===== src/rtl/dispid_pkg.sv =====
// Shared types and constants for the display-ID EEPROM mode controller.
// Assumes a 2-bit mode code that is also visible on the top-level port.
package dispid_pkg;

    typedef enum logic [1:0] {
        MODE_TX      = 2'd0,
        MODE_STANDBY = 2'd1,
        MODE_TRANS   = 2'd2,
        MODE_BIDIR   = 2'd3
    } mode_e;

    // Bit positions of the pins inside the synchroniser vector
    localparam int PIN_N    = 3;
    localparam int PIN_VCLK = 0;
    localparam int PIN_SCL  = 1;
    localparam int PIN_SDA  = 2;

endpackage


===== src/rtl/dispid_pin_sync.sv =====
// Two-flop synchroniser for N asynchronous pins, plus one extra delay stage
// so that the parent can form edges in the system clock domain.
// Assumes that each pin is slow compared with clk.
module dispid_pin_sync #(
    parameter int           N       = 3,
    parameter logic [N-1:0] RST_VAL = '0
) (
    input  logic         clk,
    input  logic         rst_n,
    input  logic [N-1:0] pin_i,
    output logic [N-1:0] lvl_o,
    output logic [N-1:0] dly_o
);

    for (genvar g = 0; g < N; g++) begin : g_pin
        logic meta_q, sync_q, dly_q;

        // Two-stage capture followed by one delay stage for edge forming
        always_ff @(posedge clk) begin
            if (!rst_n) begin
                meta_q <= RST_VAL[g];
                sync_q <= RST_VAL[g];
                dly_q  <= RST_VAL[g];
            end else begin
                meta_q <= pin_i[g];
                sync_q <= meta_q;
                dly_q  <= sync_q;
            end
        end

        assign lvl_o[g] = sync_q;
        assign dly_o[g] = dly_q;
    end

endmodule


===== src/rtl/dispid_id_array.sv =====
// Byte array that models the ID memory. Every location is set to all ones
// on reset. There is one write port and a combinational read at the pointer.
// Assumes that write timing is handled by the command engine outside.
module dispid_id_array #(
    parameter int ADDR_W = 7,
    parameter int DATA_W = 8
) (
    input  logic              clk,
    input  logic              rst_n,
    input  logic              we_i,
    input  logic [ADDR_W-1:0] waddr_i,
    input  logic [DATA_W-1:0] wdata_i,
    input  logic [ADDR_W-1:0] raddr_i,
    output logic [DATA_W-1:0] rdata_o
);

    localparam int DEPTH = 1 << ADDR_W;

    logic [DATA_W-1:0] mem_q [DEPTH];

    // Blank-fill on reset, otherwise accept single-byte writes
    always_ff @(posedge clk) begin
        if (!rst_n) begin
            for (int i = 0; i < DEPTH; i++) begin
                mem_q[i] <= '1;
            end
        end else if (we_i) begin
            mem_q[waddr_i] <= wdata_i;
        end
    end

    assign rdata_o = mem_q[raddr_i];

endmodule


===== src/rtl/dispid_vclk_tx.sv =====
// Transmit-only serialiser. A frame is DATA_W+1 VCLK rising edges: the
// first DATA_W edges shift the byte out MSB first, and the last one releases
// the line and reports frame_done. A VCLK-low watchdog reports idle.
// Assumes that vclk_rise_i is a one-cycle pulse in the clk domain.
module dispid_vclk_tx #(
    parameter int DATA_W   = 8,
    parameter int IDLE_CYC = 1000
) (
    input  logic              clk,
    input  logic              rst_n,
    input  logic              en_i,
    input  logic              idle_en_i,
    input  logic              clr_i,
    input  logic              vclk_lvl_i,
    input  logic              vclk_rise_i,
    input  logic [DATA_W-1:0] byte_i,
    output logic              pull_o,
    output logic              frame_done_o,
    output logic              idle_o
);

    localparam int BW = $clog2(DATA_W + 1);
    localparam int IW = $clog2(IDLE_CYC + 1);

    logic [BW-1:0]     bitcnt_q;
    logic [DATA_W-1:0] shreg_q;
    logic              pull_q;
    logic [IW-1:0]     idle_q;
    logic              last_edge;

    assign last_edge = (bitcnt_q == BW'(DATA_W));

    // Bit counter, shift register and line driver
    always_ff @(posedge clk) begin
        if (!rst_n || clr_i) begin
            bitcnt_q <= '0;
            shreg_q  <= '0;
            pull_q   <= 1'b0;
        end else if (en_i && vclk_rise_i) begin
            if (last_edge) begin
                bitcnt_q <= '0;
                pull_q   <= 1'b0;
            end else if (bitcnt_q == '0) begin
                pull_q   <= ~byte_i[DATA_W-1];
                shreg_q  <= byte_i << 1;
                bitcnt_q <= bitcnt_q + 1'b1;
            end else begin
                pull_q   <= ~shreg_q[DATA_W-1];
                shreg_q  <= shreg_q << 1;
                bitcnt_q <= bitcnt_q + 1'b1;
            end
        end
    end

    // Counts cycles of VCLK low while streaming
    always_ff @(posedge clk) begin
        if (!rst_n || !idle_en_i || vclk_lvl_i) begin
            idle_q <= '0;
        end else if (!idle_o) begin
            idle_q <= idle_q + 1'b1;
        end
    end

    assign idle_o       = idle_en_i && !vclk_lvl_i && (idle_q == IW'(IDLE_CYC - 1));
    assign frame_done_o = en_i && vclk_rise_i && last_edge && !clr_i;
    assign pull_o       = pull_q;

endmodule


===== src/rtl/dispid_sel_detect.sv =====
// Detects an I2C START and collects the next byte on SCL rising edges.
// It pulses done_o on the eighth bit, with hit_o high when the first
// seven bits equal DEV_ADDR. A STOP, or en_i low, abandons the collection.
// Assumes the inputs are already in the clk domain.
module dispid_sel_detect #(
    parameter logic [6:0] DEV_ADDR = 7'h50
) (
    input  logic clk,
    input  logic rst_n,
    input  logic en_i,
    input  logic scl_lvl_i,
    input  logic scl_rise_i,
    input  logic sda_lvl_i,
    input  logic sda_rise_i,
    input  logic sda_fall_i,
    output logic done_o,
    output logic hit_o
);

    localparam int AW = $bits(DEV_ADDR);
    localparam int CW = $clog2(AW + 1);

    logic          busy_q;
    logic [CW-1:0] cnt_q;
    logic [AW-1:0] shreg_q;
    logic          start_c, stop_c, last_c;

    assign start_c = scl_lvl_i && sda_fall_i;
    assign stop_c  = scl_lvl_i && sda_rise_i;
    assign last_c  = (cnt_q == CW'(AW));

    // Collection state: armed by START, cleared by STOP or by the last bit
    always_ff @(posedge clk) begin
        if (!rst_n || !en_i) begin
            busy_q  <= 1'b0;
            cnt_q   <= '0;
            shreg_q <= '0;
        end else if (start_c) begin
            busy_q <= 1'b1;
            cnt_q  <= '0;
        end else if (stop_c) begin
            busy_q <= 1'b0;
        end else if (busy_q && scl_rise_i) begin
            shreg_q <= {shreg_q[AW-2:0], sda_lvl_i};
            cnt_q   <= cnt_q + 1'b1;
            if (last_c) begin
                busy_q <= 1'b0;
            end
        end
    end

    assign done_o = en_i && busy_q && scl_rise_i && last_c && !start_c && !stop_c;
    assign hit_o  = (shreg_q == DEV_ADDR);

endmodule


===== src/rtl/dispid_recov_timer.sv =====
// One-shot down-counter for the transition window. start_i loads it,
// cancel_i stops it, and expire_o pulses once when CYC cycles have elapsed.
// Assumes that CYC is at least 1.
module dispid_recov_timer #(
    parameter int CYC = 1000
) (
    input  logic clk,
    input  logic rst_n,
    input  logic start_i,
    input  logic cancel_i,
    output logic expire_o
);

    localparam int TW = $clog2(CYC + 1);

    logic [TW-1:0] cnt_q;
    logic          run_q;

    // Load, count down and stop
    always_ff @(posedge clk) begin
        if (!rst_n || cancel_i) begin
            run_q <= 1'b0;
            cnt_q <= '0;
        end else if (start_i) begin
            run_q <= 1'b1;
            cnt_q <= TW'(CYC - 1);
        end else if (run_q) begin
            if (cnt_q == '0) begin
                run_q <= 1'b0;
            end else begin
                cnt_q <= cnt_q - 1'b1;
            end
        end
    end

    assign expire_o = run_q && (cnt_q == '0) && !start_i && !cancel_i;

endmodule


===== src/rtl/dispid_mode_ctrl.sv =====
// Top of the display-ID EEPROM mode logic. It synchronises the pins, runs
// the four-state mode machine, owns the shared address pointer, and
// connects the serialiser, the select detector, the recovery timer and the
// byte array. Assumes that sda_i is the wired-AND value of the line.
module dispid_mode_ctrl
    import dispid_pkg::*;
#(
    parameter int         ADDR_W        = 7,
    parameter int         DATA_W        = 8,
    parameter int         RECOV_CYC     = 200_000_000,
    parameter int         VCLK_IDLE_CYC = 100_000,
    parameter logic [6:0] DEV_ADDR      = 7'h50
) (
    input  logic              clk,
    input  logic              rst_n,
    input  logic              scl_i,
    input  logic              sda_i,
    input  logic              vclk_i,
    input  logic              wr_en_i,
    input  logic [ADDR_W-1:0] wr_addr_i,
    input  logic [DATA_W-1:0] wr_data_i,
    output logic              sda_pull_o,
    output logic [1:0]        mode_o,
    output logic [ADDR_W-1:0] ptr_o
);

    localparam logic [PIN_N-1:0] PIN_RST = (PIN_N'(1) << PIN_SDA) | (PIN_N'(1) << PIN_SCL);

    logic [PIN_N-1:0]  pin_vec, lvl, dly;
    logic              vclk_rise, scl_rise, sda_rise, sda_fall;
    logic [DATA_W-1:0] cur_byte;
    logic              tx_en, tx_idle_en, tx_clr, frame_done, idle_hit;
    logic              sel_en, sel_done, sel_hit_raw, sel_hit;
    logic              enter_trans, commit_bidir, expire;
    mode_e             mode_q, mode_d;
    logic [ADDR_W-1:0] ptr_q;

    assign pin_vec = {sda_i, scl_i, vclk_i};

    dispid_pin_sync #(.N(PIN_N), .RST_VAL(PIN_RST)) u_sync (
        .clk   (clk),
        .rst_n (rst_n),
        .pin_i (pin_vec),
        .lvl_o (lvl),
        .dly_o (dly)
    );

    assign vclk_rise = lvl[PIN_VCLK] & ~dly[PIN_VCLK];
    assign scl_rise  = lvl[PIN_SCL]  & ~dly[PIN_SCL];
    assign sda_rise  = lvl[PIN_SDA]  & ~dly[PIN_SDA];
    assign sda_fall  = ~lvl[PIN_SDA] &  dly[PIN_SDA];

    // Mode-dependent enables and the events that link the sub-blocks
    assign tx_en        = (mode_q == MODE_TX) || (mode_q == MODE_STANDBY);
    assign tx_idle_en   = (mode_q == MODE_TX);
    assign sel_en       = (mode_q != MODE_BIDIR);
    assign sel_hit      = sel_done && sel_hit_raw;
    assign enter_trans  = sel_hit && tx_en;
    assign commit_bidir = sel_hit && (mode_q == MODE_TRANS);
    assign tx_clr       = enter_trans || idle_hit;

    dispid_id_array #(.ADDR_W(ADDR_W), .DATA_W(DATA_W)) u_array (
        .clk     (clk),
        .rst_n   (rst_n),
        .we_i    (wr_en_i),
        .waddr_i (wr_addr_i),
        .wdata_i (wr_data_i),
        .raddr_i (ptr_q),
        .rdata_o (cur_byte)
    );

    dispid_vclk_tx #(.DATA_W(DATA_W), .IDLE_CYC(VCLK_IDLE_CYC)) u_tx (
        .clk          (clk),
        .rst_n        (rst_n),
        .en_i         (tx_en),
        .idle_en_i    (tx_idle_en),
        .clr_i        (tx_clr),
        .vclk_lvl_i   (lvl[PIN_VCLK]),
        .vclk_rise_i  (vclk_rise),
        .byte_i       (cur_byte),
        .pull_o       (sda_pull_o),
        .frame_done_o (frame_done),
        .idle_o       (idle_hit)
    );

    dispid_sel_detect #(.DEV_ADDR(DEV_ADDR)) u_sel (
        .clk        (clk),
        .rst_n      (rst_n),
        .en_i       (sel_en),
        .scl_lvl_i  (lvl[PIN_SCL]),
        .scl_rise_i (scl_rise),
        .sda_lvl_i  (lvl[PIN_SDA]),
        .sda_rise_i (sda_rise),
        .sda_fall_i (sda_fall),
        .done_o     (sel_done),
        .hit_o      (sel_hit_raw)
    );

    dispid_recov_timer #(.CYC(RECOV_CYC)) u_timer (
        .clk      (clk),
        .rst_n    (rst_n),
        .start_i  (enter_trans),
        .cancel_i (commit_bidir),
        .expire_o (expire)
    );

    // Next-mode decision
    always_comb begin
        mode_d = mode_q;
        unique case (mode_q)
            MODE_TX: begin
                if (enter_trans)   mode_d = MODE_TRANS;
                else if (idle_hit) mode_d = MODE_STANDBY;
            end
            MODE_STANDBY: begin
                if (enter_trans)    mode_d = MODE_TRANS;
                else if (vclk_rise) mode_d = MODE_TX;
            end
            MODE_TRANS: begin
                if (commit_bidir) mode_d = MODE_BIDIR;
                else if (expire)  mode_d = MODE_TX;
            end
            MODE_BIDIR: mode_d = MODE_BIDIR;
            default:    mode_d = MODE_TX;
        endcase
    end

    // Mode register
    always_ff @(posedge clk) begin
        if (!rst_n) mode_q <= MODE_TX;
        else        mode_q <= mode_d;
    end

    // Shared address pointer: cleared on the select, stepped per frame
    always_ff @(posedge clk) begin
        if (!rst_n || enter_trans) ptr_q <= '0;
        else if (frame_done)       ptr_q <= ptr_q + 1'b1;
    end

    assign mode_o = mode_q;
    assign ptr_o  = ptr_q;

endmodule


===== config.mk =====
export PLATFORM = sky130hd
export DESIGN_NAME = dispid_mode_ctrl
export DESIGN_NICKNAME = d
export VERILOG_FILES = /design/src/rtl/dispid_pkg.sv /design/src/rtl/dispid_pin_sync.sv /design/src/rtl/dispid_id_array.sv /design/src/rtl/dispid_vclk_tx.sv /design/src/rtl/dispid_sel_detect.sv /design/src/rtl/dispid_recov_timer.sv /design/src/rtl/dispid_mode_ctrl.sv
export SDC_FILE = /design/constraint.sdc
export NUM_CORES = 2
export LEC_CHECK = 0
export BUFFER_PORTS_ARGS = -buffer_cell sky130_fd_sc_hd__buf_4
export CAP_MARGIN = 10
export CORE_AREA = 4 4 326 648
export DETAILED_ROUTE_END_ITERATION = 12
export DIE_AREA = 0 0 330 652
export HOLD_SLACK_MARGIN = 0.05
export PLACE_DENSITY = 0.41
export SYNTH_ARGS = -nofsm -noshare
export SYNTH_HDL_FRONTEND = slang
export SYNTH_SLANG_ARGS = --single-unit
export TNS_END_PERCENT = 100

===== constraint.sdc =====
create_clock -name clk -period 3.1 [get_ports clk]
set_clock_uncertainty 0.05 [all_clocks]
set_input_delay 0.31 -clock clk [delete_from_list [all_inputs] [get_ports clk]]
set_output_delay 0.31 -clock clk [all_outputs]
set_load 0.01 [all_outputs]

==> results.yml <==
status:
  outcome: "finished clean"
critical_path:
  critical_path.startpoint_type: "register"
  path_class: "reg -> reg"
  setup.reg_to_reg.worst_slack_ns: 0.06
  data_required_critical_path_ns: 3.65
  crit_path_end_kind: "register"
  worst_r2r_end: "u_tx.shreg_q[6]"
  maximum_fanout_along_the_worst_path: 11
  critical_path_arrival_ns: 3.58
  timing.reg2reg.worst_path_depth: 9
global_routing:
  gr-usage-all-layers_pct: 16.5
  grt_start_max_net_pins: 123
  antenna_violations_before_repair: 7
  global_route_wire_length_before_repair_mm: 257
  globalRoute.totalOverflow: 0
  vias_in_the_first_global_route: 34300
pwr:
  internal_power_uw: 24500
  sw_frac_of_total_pct: 23.3
  netSwitchingPower_uw: 7450
  comb_power_share_pct: 5.4
  share_clk_of_total_power_pct: 40.3
  pwr_density_cell_nw_per_um2: 528
  vdd_ir_drop_max_mv: 0.403
  power.total_uw: 31900
  total_leakage_power_uw: 0.0184
  share_seq_of_total_power_pct: 54.3
drt:
  routed_via_density: 4.84
  detailedRoute.firstPassIterationCount: 5
  antenna_violating_nets_post_route: 0
  drtIter0Drc: 2104
  drcViolationCount: 0
  totalWireLength_mm: 181
  wl_per_cell_um: 27.3
  vias: 32000
place:
  gpl.final_weighted_congestion: 0.811
  port_buffer_cells: 30
  post-dp-hpwl_mm: 122
  placed_cells: 6420
  place_worst_setup_slack_ns: -0.0801
synthesis:
  yosys_register_bits: 1118
  synthesis.area_um2: 51400
  syn_area_per_cell_um2: 14.0
  async_reset_ff_share_pct: 0
  synth_top_cell_by_area: "edfxtp_1"
  synth_top_flop_cell: "edfxtp_1"
  yosysWarningCount: 0
  sequential_to_total_area_share_from_yosys_stat_pct: 63.5
  cell_types_occupying_the_most_area_after_synthesis: "edfxtp_1 60%, or3_1 12%, mux4_2 10%"
  synth_cell_type_count: 68
  synth.net_count: 3701
  post_synth_edffs: 1024
  synth_largest_type_area_fraction_pct: 59.9
  post_synth_inst_count: 3672
clocking:
  htree_num_levels: 3
  clock_sink_count: 1118
  clock_tree.buffer_depth: 3
  ctsRootBufferMaster: "clkbuf_16"
  clkTransAtPathRegs_ns: 0.08
  clk_latency_ns: 0.72
  tritoncts.num_buffers: 103
  tritoncts_clock_tree: "done"
layout:
  flow.area_growth_from_synthesis_pct: 17.7
  nNetsFinal: 3820
  layout-drive-gt1-share_pct: 24.3
  finish.cell_count_without_fillers: 6618
sta:
  timing.max_slew.rel_slack_pct: 24.6
  slew_at_the_pin_closest_to_its_max_slew_limit_ns: 1.13
  hold_viol_final: 0
  final_min_period_over_clock_period_pct: 97.9
  fin_crit_period_ns: 3.04
  finish_stage_setup_viols: 0
  setup_ws_ns: 0.0638
  report.final.slew_viol_count: 0
  fmax_ghz: 0.329
  grt_setup_unrepaired: "true"
  hold_ws_ns: 0.116
hold_path:
  hp-class: "in -> reg"
  worst_hold_startpoint: "rst_n"
  min_delay_worst_endpoint: "u_sync.g_pin[2].meta_q"
  worstHoldPathCells: 3
floorplan:
  die_width_um: 330
  floorplan.io_pins: 31
  core_area_um2: 206000
  rows: 236
  dieArea_um2: 215000
  initial_util_pct: 24.9
  die_h_um: 652
job:
  cap_viol_max_count: 0
-- cells in the mapped netlist (all sizes together) (5+ instances only) --
cell / count
inv: 6
xnor2: 22
nand2: 95
a22o: 7
nor3b: 5
nand3: 26
edfxtp: 1024
nand3b: 8
and2: 10
a221oi: 6
nor2: 82
nor2b: 17
or4: 10
nand2b: 46
xor2: 25
nor4: 10
or2: 67
or3: 946
o22ai: 25
nand4: 15
buf: 57
o21ai: 138
and3: 6
dfxtp: 94
nor3: 18
o41ai: 7
a21oi: 77
clkbuf: 389
a22oi: 77
a2111oi: 13
mux2i: 69
ha: 8
mux4: 230
a311oi: 5
-- worst max path at each step --
stage / from / endpoint / cells past startpoint
6_report: register / u_tx.shreg_q[6] / 9
5_1_grt: register / u_tx.shreg_q[7] / 11
4_1_cts: register / u_tx.shreg_q[4] / 9
3_5_place_dp: register / u_tx.shreg_q[2] / 8
3_3_place_gp: register / u_tx.shreg_q[2] / 8
2_1_floorplan: register / u_tx.shreg_q[7] / 9
-- sequential cells by signal (all words and copies together), names as in the netlist, 4 cells and up, named ones only --
signal	flops
u_array.mem_q	1024
u_timer.cnt_q	28
u_tx.idle_q	17
ptr_o	7
u_sel.shreg_q	7
u_tx.shreg_q	7
u_tx.bitcnt_q	4
-- per-layer routing --
layer  track usage (%)  wire, um
met5                 0        43
met4              7.73      9540
met2              33.5    105000
met1              16.5     61600
met3              1.59      4640
-- cell usage in the layout (no fill, tap or decap), types with 20 or more instances in the layout --
cell type  count
or2_2         66
mux4_2       230
dfxtp_1       90
nor2_1        79
o22ai_1       25
a21oi_1       77
clkbuf_1      20
nand2_1       91
nand2b_1      46
edfxtp_1    1024
or3_1        944
mux2i_1       69
xnor2_1       22
buf_4        408
buf_12        47
clkinv_1      24
xor2_1        24
a22oi_1       74
clkbuf_16    107
o21ai_0      137
-- logic make-up (layout without fill, tap and decap cells) --
logic type / after synthesis / after routing / synth area share, %
AO/OA/AOI/OAI: 370 / 370 / 4.40
XOR/XNOR: 47 / 47 / 0.816
adder cells (fa/ha/maj): 8 / 8 / 0.195
buffers and inverters: 453 / 658 / 3.53
flip-flops: 1118 / 1118 / 63.5
multiplexers: 303 / 303 / 11.5
other: 0 / 4 / 0
AND/OR/NAND/NOR: 1373 / 1373 / 16.0
-- critical path: stages (launching register included) --
cell     delay, ns
dfxtp_4       0.42
buf_12        0.21
buf_12        0.19
mux4_2        0.50
a22oi_1       0.57
a21oi_1       0.27
buf_4         0.20
o41ai_1       0.26
buf_4         0.19
a21oi_1       0.06
-- power groups by stage --
stage                     clock network, uW  logic [uW]  registers [uW]
after floorplan                           0         827           17600
after global placement                    0        1750           17700
after detailed placement                  0        1760           17700
after CTS                             13200        1760           17400
after global routing                  13700        1820           17400
final                                 12900        1720           17400
-- timing repair --
action / CTS / global route
cloned: 0 / 0
resized for setup: 2 / 9
setup endpoints to repair: 2 / 5
hold endpoints to repair: 3 / 0
hold buffers: 3 / 0
buffers inserted: 0 / 0
-- area by class of cell --
| type | count | area (um2) |
|---|---|---|
| antenna | 4 | 10.0 |
| fill | 20600 | 146000 |
| clock buffer | 131 | 2810 |
| clock inverter | 60 | 445 |
| inverter | 7 | 26.3 |
| sequential | 1118 | 32600 |
| tap | 2737 | 3420 |
| timing repair buffer | 460 | 4070 |
| multi-input combinational | 2101 | 17000 |
-- metrics by stage --
step	TNS (ns)	utilization, %	area, um2
finish	0	29.3	60500
global route	-0.0915	29.3	60500
CTS	0	29.3	60400
detailed placement	-0.108	27.7	57100
global placement	-0.176	27.7	57100
floorplan	0	-	51400
Power figures use the tool's default switching activity.
